==> src/rtl/spi_port_pkg.sv <==
package spi_port_pkg;

   // Per-boundary actions applied to the shift register
   typedef struct packed {
      logic cap;     // take the input bit
      logic shift;   // move the register by one position
      logic last;    // the byte is complete at this boundary
   } bit_ev_t;

   // Half period of the master clock, in system clocks
   function automatic int unsigned half_len(input int unsigned base,
                                            input int unsigned step_log2,
                                            input logic [1:0]  sel);
      return base << (step_log2 * int'(sel));
   endfunction

endpackage

==> src/rtl/spi_sck_div.sv <==
module spi_sck_div #(
   parameter int unsigned BASE_HALF = 2,
   parameter int unsigned STEP_LOG2 = 2
) (
   input  logic       clk,
   input  logic       rst,
   input  logic       restart,
   input  logic       run,
   input  logic [1:0] sel,
   output logic       tick
);
   import spi_port_pkg::*;

   localparam int unsigned MAX_HALF = BASE_HALF << (3 * STEP_LOG2);
   localparam int unsigned CNT_W    = $clog2(MAX_HALF);

   if (BASE_HALF < 2) begin : g_bad_base
      $error("spi_sck_div: BASE_HALF must be at least 2");
   end

   logic [CNT_W-1:0] cnt_q;
   logic [CNT_W-1:0] lim;

   assign lim  = CNT_W'(half_len(BASE_HALF, STEP_LOG2, sel) - 1);
   assign tick = run && (cnt_q == lim);

   always_ff @(posedge clk) begin
      if (rst || restart || !run || tick) cnt_q <= '0;
      else                                cnt_q <= cnt_q + CNT_W'(1);
   end
endmodule

==> src/rtl/spi_shift_core.sv <==
module spi_shift_core #(
   parameter int unsigned W = 8
) (
   input  logic                   clk,
   input  logic                   rst,
   input  logic                   load,
   input  logic [W-1:0]           load_data,
   input  spi_port_pkg::bit_ev_t  ev,
   input  logic                   in_bit,
   output logic                   out_bit,
   output logic [W-1:0]           word_out
);
   logic [W-1:0] sr_q;
   logic         held_q;
   logic         bit_in;

   assign bit_in   = ev.cap ? in_bit : held_q;
   assign out_bit  = sr_q[W-1];
   assign word_out = {sr_q[W-2:0], bit_in};

   always_ff @(posedge clk) begin
      if (rst) begin
         sr_q   <= '0;
         held_q <= 1'b0;
      end else begin
         if (ev.cap) held_q <= in_bit;
         if (load)          sr_q <= load_data;
         else if (ev.shift) sr_q <= {sr_q[W-2:0], bit_in};
      end
   end
endmodule

==> src/rtl/spi_rx_hold.sv <==
module spi_rx_hold #(
   parameter int unsigned W = 8
) (
   input  logic         clk,
   input  logic         rst,
   input  logic         done,
   input  logic [W-1:0] word_in,
   input  logic         rd,
   input  logic         collide,
   input  logic         clr_wcol,
   input  logic         clr_ovf,
   input  logic         clr_irq,
   output logic [W-1:0] rdata,
   output logic         full,
   output logic         ovf,
   output logic         wcol,
   output logic         irq
);
   logic [W-1:0] buf_q;
   logic         full_q, ovf_q, wcol_q, irq_q;
   logic         full_eff;

   assign full_eff = full_q & ~rd;

   always_ff @(posedge clk) begin
      if (rst) begin
         buf_q  <= '0;
         full_q <= 1'b0;
         ovf_q  <= 1'b0;
         wcol_q <= 1'b0;
         irq_q  <= 1'b0;
      end else begin
         if (done && !full_eff) buf_q <= word_in;
         full_q <= done | full_eff;
         ovf_q  <= (done & full_eff) | (ovf_q & ~clr_ovf);
         irq_q  <= done | (irq_q & ~clr_irq);
         wcol_q <= collide | (wcol_q & ~clr_wcol);
      end
   end

   assign rdata = buf_q;
   assign full  = full_q;
   assign ovf   = ovf_q;
   assign wcol  = wcol_q;
   assign irq   = irq_q;
endmodule

==> src/rtl/spi_xfer_port.sv <==
module spi_xfer_port #(
   parameter int unsigned W           = 8,
   parameter int unsigned BASE_HALF   = 2,
   parameter int unsigned STEP_LOG2   = 2,
   parameter int unsigned SYNC_STAGES = 2
) (
   input  logic         clk,
   input  logic         rst,
   input  logic         cfg_master,
   input  logic         cfg_cpol,
   input  logic         cfg_cpha,
   input  logic         cfg_smp_end,
   input  logic [1:0]   cfg_rate,
   input  logic         cfg_sel_en,
   input  logic         host_wr,
   input  logic [W-1:0] host_wdata,
   input  logic         host_rd,
   output logic [W-1:0] host_rdata,
   input  logic         clr_wcol,
   input  logic         clr_ovf,
   input  logic         clr_irq,
   output logic         st_busy,
   output logic         st_full,
   output logic         st_wcol,
   output logic         st_ovf,
   output logic         irq,
   input  logic         sck_i,
   output logic         sck_o,
   output logic         sck_oe,
   input  logic         sdi,
   output logic         sdo,
   output logic         sdo_oe,
   input  logic         sel_n
);
   import spi_port_pkg::*;

   localparam int unsigned K_W  = $clog2(2 * W + 1);
   localparam int unsigned NSIG = 3;
   localparam logic [K_W-1:0] B_LAST = K_W'(2 * W);
   localparam logic [K_W-1:0] B_TWO  = K_W'(2);

   if (W < 2) begin : g_bad_w
      $error("spi_xfer_port: W must be at least 2");
   end
   if (SYNC_STAGES < 1) begin : g_bad_sync
      $error("spi_xfer_port: SYNC_STAGES must be at least 1");
   end

   // ---------------- input synchronizers (slave side) ----------------
   logic [NSIG-1:0] raw_in, rst_val, synced;
   logic [SYNC_STAGES-1:0][NSIG-1:0] stage_q;

   assign raw_in  = {sel_n, sdi, sck_i};
   assign rst_val = {1'b1, 1'b0, cfg_cpol};

   if (SYNC_STAGES == 1) begin : g_sync1
      always_ff @(posedge clk) begin
         stage_q <= rst ? rst_val : raw_in;
      end
   end else begin : g_syncn
      always_ff @(posedge clk) begin
         if (rst) stage_q <= {SYNC_STAGES{rst_val}};
         else     stage_q <= {stage_q[SYNC_STAGES-2:0], raw_in};
      end
   end
   assign synced = stage_q[SYNC_STAGES-1];

   logic sck_s, sdi_s, sel_s, sck_p;
   assign sck_s = synced[0];
   assign sdi_s = synced[1];
   assign sel_s = synced[2];

   always_ff @(posedge clk) begin
      if (rst) sck_p <= cfg_cpol;
      else     sck_p <= sck_s;
   end

   // ---------------- sequencer ----------------
   logic [K_W-1:0] k_q, bnd;
   logic           busy_q, selected, start, load, tick, step, sck_edge, xfer_done;
   bit_ev_t        ev;

   assign selected = !(cfg_sel_en && sel_s);
   assign sck_edge = (sck_s != sck_p) && selected;
   assign load     = host_wr && !busy_q;
   assign start    = cfg_master && load;
   assign step     = cfg_master ? tick : sck_edge;

   always_comb begin
      if (cfg_master || !cfg_cpha) bnd = k_q + K_W'(1);
      else                         bnd = k_q;
      ev.last  = step && ((bnd == B_LAST) ||
                          (!cfg_master && cfg_cpha && (bnd == B_LAST - K_W'(1))));
      ev.shift = (step && !bnd[0] && (bnd >= B_TWO)) || ev.last;
      if (bnd[0]) ev.cap = step && !(cfg_master && cfg_smp_end);
      else        ev.cap = step && cfg_master && cfg_smp_end && (bnd >= B_TWO);
   end
   assign xfer_done = ev.last;

   always_ff @(posedge clk) begin
      if (rst) begin
         k_q    <= '0;
         busy_q <= 1'b0;
      end else if (cfg_master) begin
         if (start) begin
            k_q    <= '0;
            busy_q <= 1'b1;
         end else if (tick) begin
            k_q    <= ev.last ? '0 : k_q + K_W'(1);
            busy_q <= !ev.last;
         end
      end else if (!selected) begin
         k_q    <= '0;
         busy_q <= 1'b0;
      end else if (sck_edge) begin
         k_q    <= ev.last ? '0 : k_q + K_W'(1);
         busy_q <= !ev.last;
      end
   end

   spi_sck_div #(.BASE_HALF(BASE_HALF), .STEP_LOG2(STEP_LOG2)) u_div (
      .clk     (clk),
      .rst     (rst),
      .restart (start),
      .run     (busy_q && cfg_master),
      .sel     (cfg_rate),
      .tick    (tick)
   );

   logic [W-1:0] word;

   spi_shift_core #(.W(W)) u_shift (
      .clk       (clk),
      .rst       (rst),
      .load      (load),
      .load_data (host_wdata),
      .ev        (ev),
      .in_bit    (cfg_master ? sdi : sdi_s),
      .out_bit   (sdo),
      .word_out  (word)
   );

   spi_rx_hold #(.W(W)) u_hold (
      .clk      (clk),
      .rst      (rst),
      .done     (xfer_done),
      .word_in  (word),
      .rd       (host_rd),
      .collide  (host_wr && busy_q),
      .clr_wcol (clr_wcol),
      .clr_ovf  (clr_ovf),
      .clr_irq  (clr_irq),
      .rdata    (host_rdata),
      .full     (st_full),
      .ovf      (st_ovf),
      .wcol     (st_wcol),
      .irq      (irq)
   );

   assign sck_o   = cfg_cpol ^ (busy_q && cfg_master && (cfg_cpha ? ~k_q[0] : k_q[0]));
   assign sck_oe  = cfg_master;
   assign sdo_oe  = cfg_master || selected;
   assign st_busy = busy_q;
endmodule

==> config.mk <==
export PLATFORM = sky130hd
export DESIGN_NAME = spi_xfer_port
export DESIGN_NICKNAME = d
export VERILOG_FILES = /design/src/rtl/spi_port_pkg.sv /design/src/rtl/spi_sck_div.sv /design/src/rtl/spi_shift_core.sv /design/src/rtl/spi_rx_hold.sv /design/src/rtl/spi_xfer_port.sv
export SDC_FILE = /design/constraint.sdc
export NUM_CORES = 1
export LEC_CHECK = 0
export ABC_CLOCK_PERIOD_IN_PS = 2900
export CELL_PAD_IN_SITES_DETAIL_PLACEMENT = 1
export CELL_PAD_IN_SITES_GLOBAL_PLACEMENT = 2
export CORE_UTILIZATION = 31
export CTS_CLUSTER_SIZE = 14
export DETAILED_ROUTE_END_ITERATION = 10
export PLACE_DENSITY_LB_ADDON = 0.15
export SYNTH_ARGS = -nofsm -noshare
export SYNTH_HDL_FRONTEND = slang
export SYNTH_SLANG_ARGS = --single-unit
export TNS_END_PERCENT = 5
==> constraint.sdc <==
create_clock -name clk -period 2.9 [get_ports clk]
set_input_delay 0.435 -clock clk [delete_from_list [all_inputs] [get_ports clk]]
set_output_delay 0.435 -clock clk [all_outputs]
set_load 0.01 [all_outputs]
# Word level (Yosys, flattened, before mapping)
# Index checks and enable logic that the tools add are counted.
[op_classes] addsub=3 mul=0 n_div=0 reduce_logical=38 bitwise=15 n_shift=1 muxes=21 order_cmp=1 n_eq_ne=5
[ops] op="$mux W5" count=7
[ops] op="$logic_and A1 B1 Y1" count=19
[ops] op="$mux W8" count=2
[ops] op="$mux W1" count=11
[ops] op="$logic_not A1 Y1" count=9
[ops] op="$add A7 B1 Y7 const B" count=1
[ops] op="$eq A7 B7 Y1" count=1
[ops] op="$logic_or A1 B1 Y1" count=7
[ops] op="$shl A2 B3 Y7 const A" count=1
[ops] op="$sub A7 B1 Y7 const B" count=1
[ops] op="$add A5 B1 Y5 const B" count=1
[ops] op="$and A1 B1 Y1" count=5
[ops] op="$eq A5 B4 Y1 const B" count=1
[ops] op="$eq A5 B5 Y1 const B" count=1
[ops] op="$ge A5 B2 Y1 const B" count=1
[ops] op="$not A1 Y1" count=5
[ops] op="$mux W4" count=1
[ops] op="$or A1 B1 Y1" count=4
[ops] op="$ne A3 B1 Y1 const B" count=1
[ops] op="$reduce_bool A3 Y1" count=1
[ops] op="$reduce_and A2 Y1" count=1
[ops] op="$reduce_bool A2 Y1" count=1
[ops] op="$ne A1 B1 Y1" count=1
[ops] op="$xor A1 B1 Y1" count=1
[totals] reg_bits=41 mem_count=0 latch_bits=0 in_bits=25 romBits=0 word_cells=99 mem_bits_rw=0

# Longest topological paths before layout
[logic_depth] word_depth=12 mapped_depth=9 ltp_nobuf=8

# Cells and area by module
# A second synthesis with hierarchy kept.
[hier_totals] hier_cells=239 area_unflattened_um2=2150.8
[by_module_without_submodules] mod="spi_xfer_port" seq_area_each_um2=260.2 instances=1 area_per_inst_um2=865.8 cells_per_inst=107
[by_module_without_submodules] mod="spi_rx_hold" seq_area_each_um2=240.2 instances=1 area_per_inst_um2=509.2 cells_per_inst=52
[by_module_without_submodules] mod="spi_shift_core" seq_area_each_um2=180.2 instances=1 area_per_inst_um2=427.9 cells_per_inst=42
[by_module_without_submodules] mod="spi_sck_div" seq_area_each_um2=140.1 instances=1 area_per_inst_um2=347.8 cells_per_inst=38

# Worst setup path after synthesis
# No wires, ideal clock.
[synth_timing] kind="input-to-reg" from="input port cfg_master" to="register u_hold.buf_q[1], in the netlist u_hold.rdata[1]" required_time_ns=2.772 cell_stages=9 setup_time_ns=0.128 t_arrival_ns=1.999 setup_slack_ns=0.773 path_cell_list="buf_4 -> nand2b_4 -> buf_12 -> mux2i_1 -> o21ai_2 -> o221ai_2 -> a221oi_4 -> mux2i_1 -> nor2_1"
[synth_via] elab_chain_len=7 word_cells_on_any_way=13
[synth_lines] item="start, declared" line_no="spi_xfer_port.sv:9" text="input logic cfg_master,"
[synth_lines] item="$logic_or A1 B1 Y1" line_no="spi_xfer_port.sv:90" text="if (cfg_master || !cfg_cpha) bnd = k_q + K_W'(1);"
[synth_lines] item="$mux W5" line_no="spi_xfer_port.sv:90"
[synth_lines] item="$eq A5 B4 Y1" line_no="spi_xfer_port.sv:93" text="(!cfg_master && cfg_cpha && (bnd == B_LAST - K_W'(1))));"
[synth_lines] item="$logic_and A1 B1 Y1" line_no="spi_xfer_port.sv:93"
[synth_lines] item="$logic_or A1 B1 Y1" line_no="spi_xfer_port.sv:92" text="ev.last = step && ((bnd == B_LAST) ||"
[synth_lines] item="$logic_and A1 B1 Y1 (*)" line_no="spi_xfer_port.sv:92"
[synth_lines] item="$logic_and A1 B1 Y1 (*)" line_no="spi_rx_hold.sv:33" text="if (done && !full_eff) buf_q <= word_in;"
[synth_lines] item="end signal, assigned" line_no="spi_rx_hold.sv:33"
[synth_lines] item="end, declared" line_no="spi_rx_hold.sv:19" text="logic [W-1:0] buf_q;"
# Mark *: on every way between the ends. The rest lies on a longest branch, timed or not.
# A chain may end at the register's enable or synchronous reset.

# Worst setup path after layout
[layout_timing] from="input port cfg_master" to="output port sck_o"
[layout_via] elab_chain_len=3
[layout_lines] item="$logic_and A1 B1 Y1 (2 in series)" line_no="spi_xfer_port.sv:160" text="assign sck_o = cfg_cpol ^ (busy_q && cfg_master && (cfg_cpha ? ~k_q[0] : k_q[0]));"
[layout_lines] item="$xor A1 B1 Y1" line_no="spi_xfer_port.sv:160"
[layout_lines] item="end, declared" line_no="spi_xfer_port.sv:28" text="output logic sck_o,"
# No other way between the ends.

==> results.md <==
* Outcome: complete, no violations
* Vias in the first global route at 1,842
* Final Hold Fails at 0
* Site Rows at 29
* GPL Wtd Cong at 0.7130
* Slowest CP cell: clkdlybuf4s50_1
* Max_cap viols at 0
* Die X at 83.48 µm
* Core Util, Final at 41.79%
* Synthesized area at 0.002058 mm²
* Cell Chain, Critical Path: clkdlybuf4s50_1 > nand2_1 > nor2_1 > xor2_1 > clkdlybuf4s50_1
* Worst-skew pair later-pin latency at 290 ps
* Worst-Margin Slew at 657.1 ps
* Library cells used by synthesis at 52
* Cell internal pwr at 920.4 µW
* H-tree lvl count at 2
* # nets final at 296
* Switching Fraction at 23.86%
* CP Capture Type: primary output
* I/O Pins at 42
* Root buffer cell: clkbuf_8
* Yosys warning total at 0
* Layout Skew at 11.13 ps
* Via Count at 1,723
* Reg2reg start: k_q[1]
* Hold EP: synced[2]
* Number of synthesized flops with an enable pin at 0
* Startpoint types: primary input
* Via density at 4.965
* Synthesized Nets at 252
* P per Cell Area at 452.9 mW/mm²
* Reg2Reg Capture Point: u_shift.sr_q[0]
* Resize count post-CTS at 0
* Hold slack at 415.4 ps
* Initial antenna violation count at 0
* Worst Hold Class: reg -> reg
* Avg WL per Cell at 14.10 µm
* All-Layer GR Usage at 15.07%
* Setup TNS at 0 ps
* Die Y at 83.48 µm
* Post-Syn Instances at 225
* DRC Markers at 0
* Mean post-synth cell area at 9.148 µm²
* Yosys reg bits at 41
* Initial core utilization at 32.23%
* Largest net degree at the start of global routing at 25
* Buffers on Ports at 41
* CTS tree: done
* Hold Crit Start: stage_q[2]
* CTS Buf Count at 5
* Number of setup buffers added after CTS at 0
* DRT iter0 DRCs at 22
* Antenna-violating nets left at 0
* P_leak at 0.001058 µW
* Max Slew Vio Count at 0
* Most used cell, CP: clkdlybuf4s50_1
* Fin crit period at 2450 ps
* Top_reg_cell synth: dfxtp_1
* Global-route wire length before repair at 8.507 mm
* Inserted Diodes at 0
* Critical Path RT at 2470 ps
* Final setup viols at 0
* Sw power at 288.4 µW
* Achievable Freq at 0.4081 GHz
* Reg-to-reg slack, setup at 580 ps
* Worst reg-to-reg path cell count at 8
* Critical path class: in -> out
* Reg area at 820.8 µm²
* Hold Path Cell Cnt at 1
* Worst-path clk slew at 90 ps
* Critical path peak fanout at 6
* Clk pwr share at 38.3%
* Detailed Routing Iterations Pass 1 at 4
* Ys async rst share at 0%
* Worst slew margin at 56.20%
* # hold bufs at CTS at 0
* Routed WL at 4.893 mm
* Worst EP arrival at 2020 ps
* Proportion of layout cells with a drive suffix above 1 at 10.37%
* Die area at 0.006969 mm²
* CORE AREA at 0.006386 mm²
* CP max stage delay at 590 ps
* Fillers at 755
* Clock Path Buffers at 2
* CTS sink count at 41
* Post-DP HPWL at 3.631 mm
* Seq/Total Area, Yosys at 39.88%
* Setup repair after global routing missed its margin: no
* GRT overflow at 0
* Part of the cycle the worst path needs at 84.50%
* Area Growth Syn to Fin at 29.67%
* Sequential Power Share at 49.4%
* VDD IR max at 220.7 µV
* Multi-input gate area at 0.001131 mm²
* Gate power share at 12.3%
-- routing by layer --
layer / global-route usage [%] / vias to the layer above / wire [µm]
met1: 19.84 / 811 / 2443
met3: 3.363 / 4 / 176
met2: 24.89 / 27 / 2227
met4: 4.160 / 0 / 45
met5: 0 / - / 0
li1: - / 881 / -
-- per-stage QoR --
| stage | instances | worst slack (ps) | instance area, µm² | total power (µW) |
|---|---|---|---|---|
| after global routing | 347 | 269.4 | 2669 | 1271 |
| after global placement | 339 | 216.5 | 2557 | 760.4 |
| final | 347 | 449.5 | 2669 | 1209 |
| after CTS | 347 | 408.5 | 2669 | 1235 |
| after detailed placement | 339 | 123.6 | 2557 | 761.3 |
| after floorplan | 225 | 773.2 | 2058 | 692.5 |
-- synthesized netlist by cell type (all sizes together), types with 2 or more instances --
cell type / n / share of area [%]
or2: 4 / 1.3
and3: 4 / 1.2
clkbuf: 6 / 1.1
nand2: 11 / 2.0
o221ai: 3 / 1.9
nor3b: 2 / 0.73
inv: 9 / 1.6
a21o: 3 / 1.1
nand3: 7 / 1.9
o21ai: 14 / 3.6
a22oi: 3 / 1.1
mux2i: 21 / 10
ha: 2 / 1.2
nor3: 4 / 1.8
nand2b: 7 / 2.5
dfxtp: 41 / 40
a211o: 2 / 0.85
buf: 5 / 2.4
nor2b: 4 / 1.2
and2: 3 / 0.91
nor2: 25 / 4.6
xnor2: 5 / 2.1
a21oi: 14 / 3.4
xor2: 6 / 2.6
o211ai: 2 / 0.73
-- power by group through the flow --
stage / Clock, µW / Sequential, µW / Combinational, µW
2_1_floorplan: 0 / 608 / 84.8
3_3_place_gp: 0 / 610 / 150
4_1_cts: 486 / 597 / 151
3_5_place_dp: 0 / 611 / 151
5_1_grt: 505 / 600 / 166
6_report: 463 / 597 / 149
-- layout by cell type (no fill, tap or decap), types with 2 or more instances in the layout --
master	n
a211o_1	2
a21o_1	3
a21oi_1	14
a22oi_1	3
and2_1	3
and3_1	4
buf_4	6
clkbuf_8	5
clkdlybuf4s50_1	41
dfxtp_1	41
ha_1	2
inv_1	9
mux2i_1	21
nand2_1	11
nand2b_1	6
nand3_1	6
nor2_1	25
nor2b_1	4
nor3_1	2
nor3b_1	2
o211ai_1	2
o21ai_0	11
o21ai_1	2
o221ai_2	2
or2_2	3
xnor2_1	5
xor2_1	6
-- layout make-up --
cell class,instances,area share [%]
clock buffers,6,2.719
clock inverters,2,1.453
inverters,9,1.266
multi-input cells,164,42.38
flip-flops and latches,41,30.75
well taps,77,3.610
repair buffers,48,17.82
-- worst max-delay path by stage --
stage	startpoint	end	slack, ps	cells after the start
5_1_grt	cfg_master	u_shift.sr_q[0]	270	8
4_1_cts	cfg_master	sck_o	410	5
3_3_place_gp	cfg_master	u_shift.sr_q[0]	220	8
2_1_floorplan	cfg_master	u_hold.rdata[1]	770	9
3_5_place_dp	cfg_master	u_shift.sr_q[0]	120	8
6_report	cfg_master	sck_o	450	5
-- state kept, by name, indices dropped and copies added (netlist names) --
| register | flops |
|---|---|
| st_busy | 1 |
| u_hold.wcol | 1 |
| stage_q | 3 |
| u_shift.held_q | 1 |
| u_div.cnt_q | 7 |
| u_hold.rdata | 8 |
| synced | 3 |
| u_hold.full | 1 |
| k_q | 5 |
| u_hold.irq | 1 |
| u_shift.sr_q | 8 |
| u_hold.ovf | 1 |
| sck_p | 1 |
-- kinds of logic after synthesis --
logic type,after synthesis,synth area share (%)
and+or+nand+nor,76,20.00
AOI/OAI and AO/OA,53,18.36
DFF,41,39.88
muxes,21,10.21
buffers and inverters,20,5.167
xor gates and xnor gates,11,4.681
adders and majority gates,3,1.702
-- worst max-delay path: cells and delay by family --
kind,cells,cell delay [ps]
buffers and inverters,2,1140
AND/OR/NAND/NOR,2,280
XOR/XNOR,1,160
No activity file was read; power rests on OpenSTA's default activity.
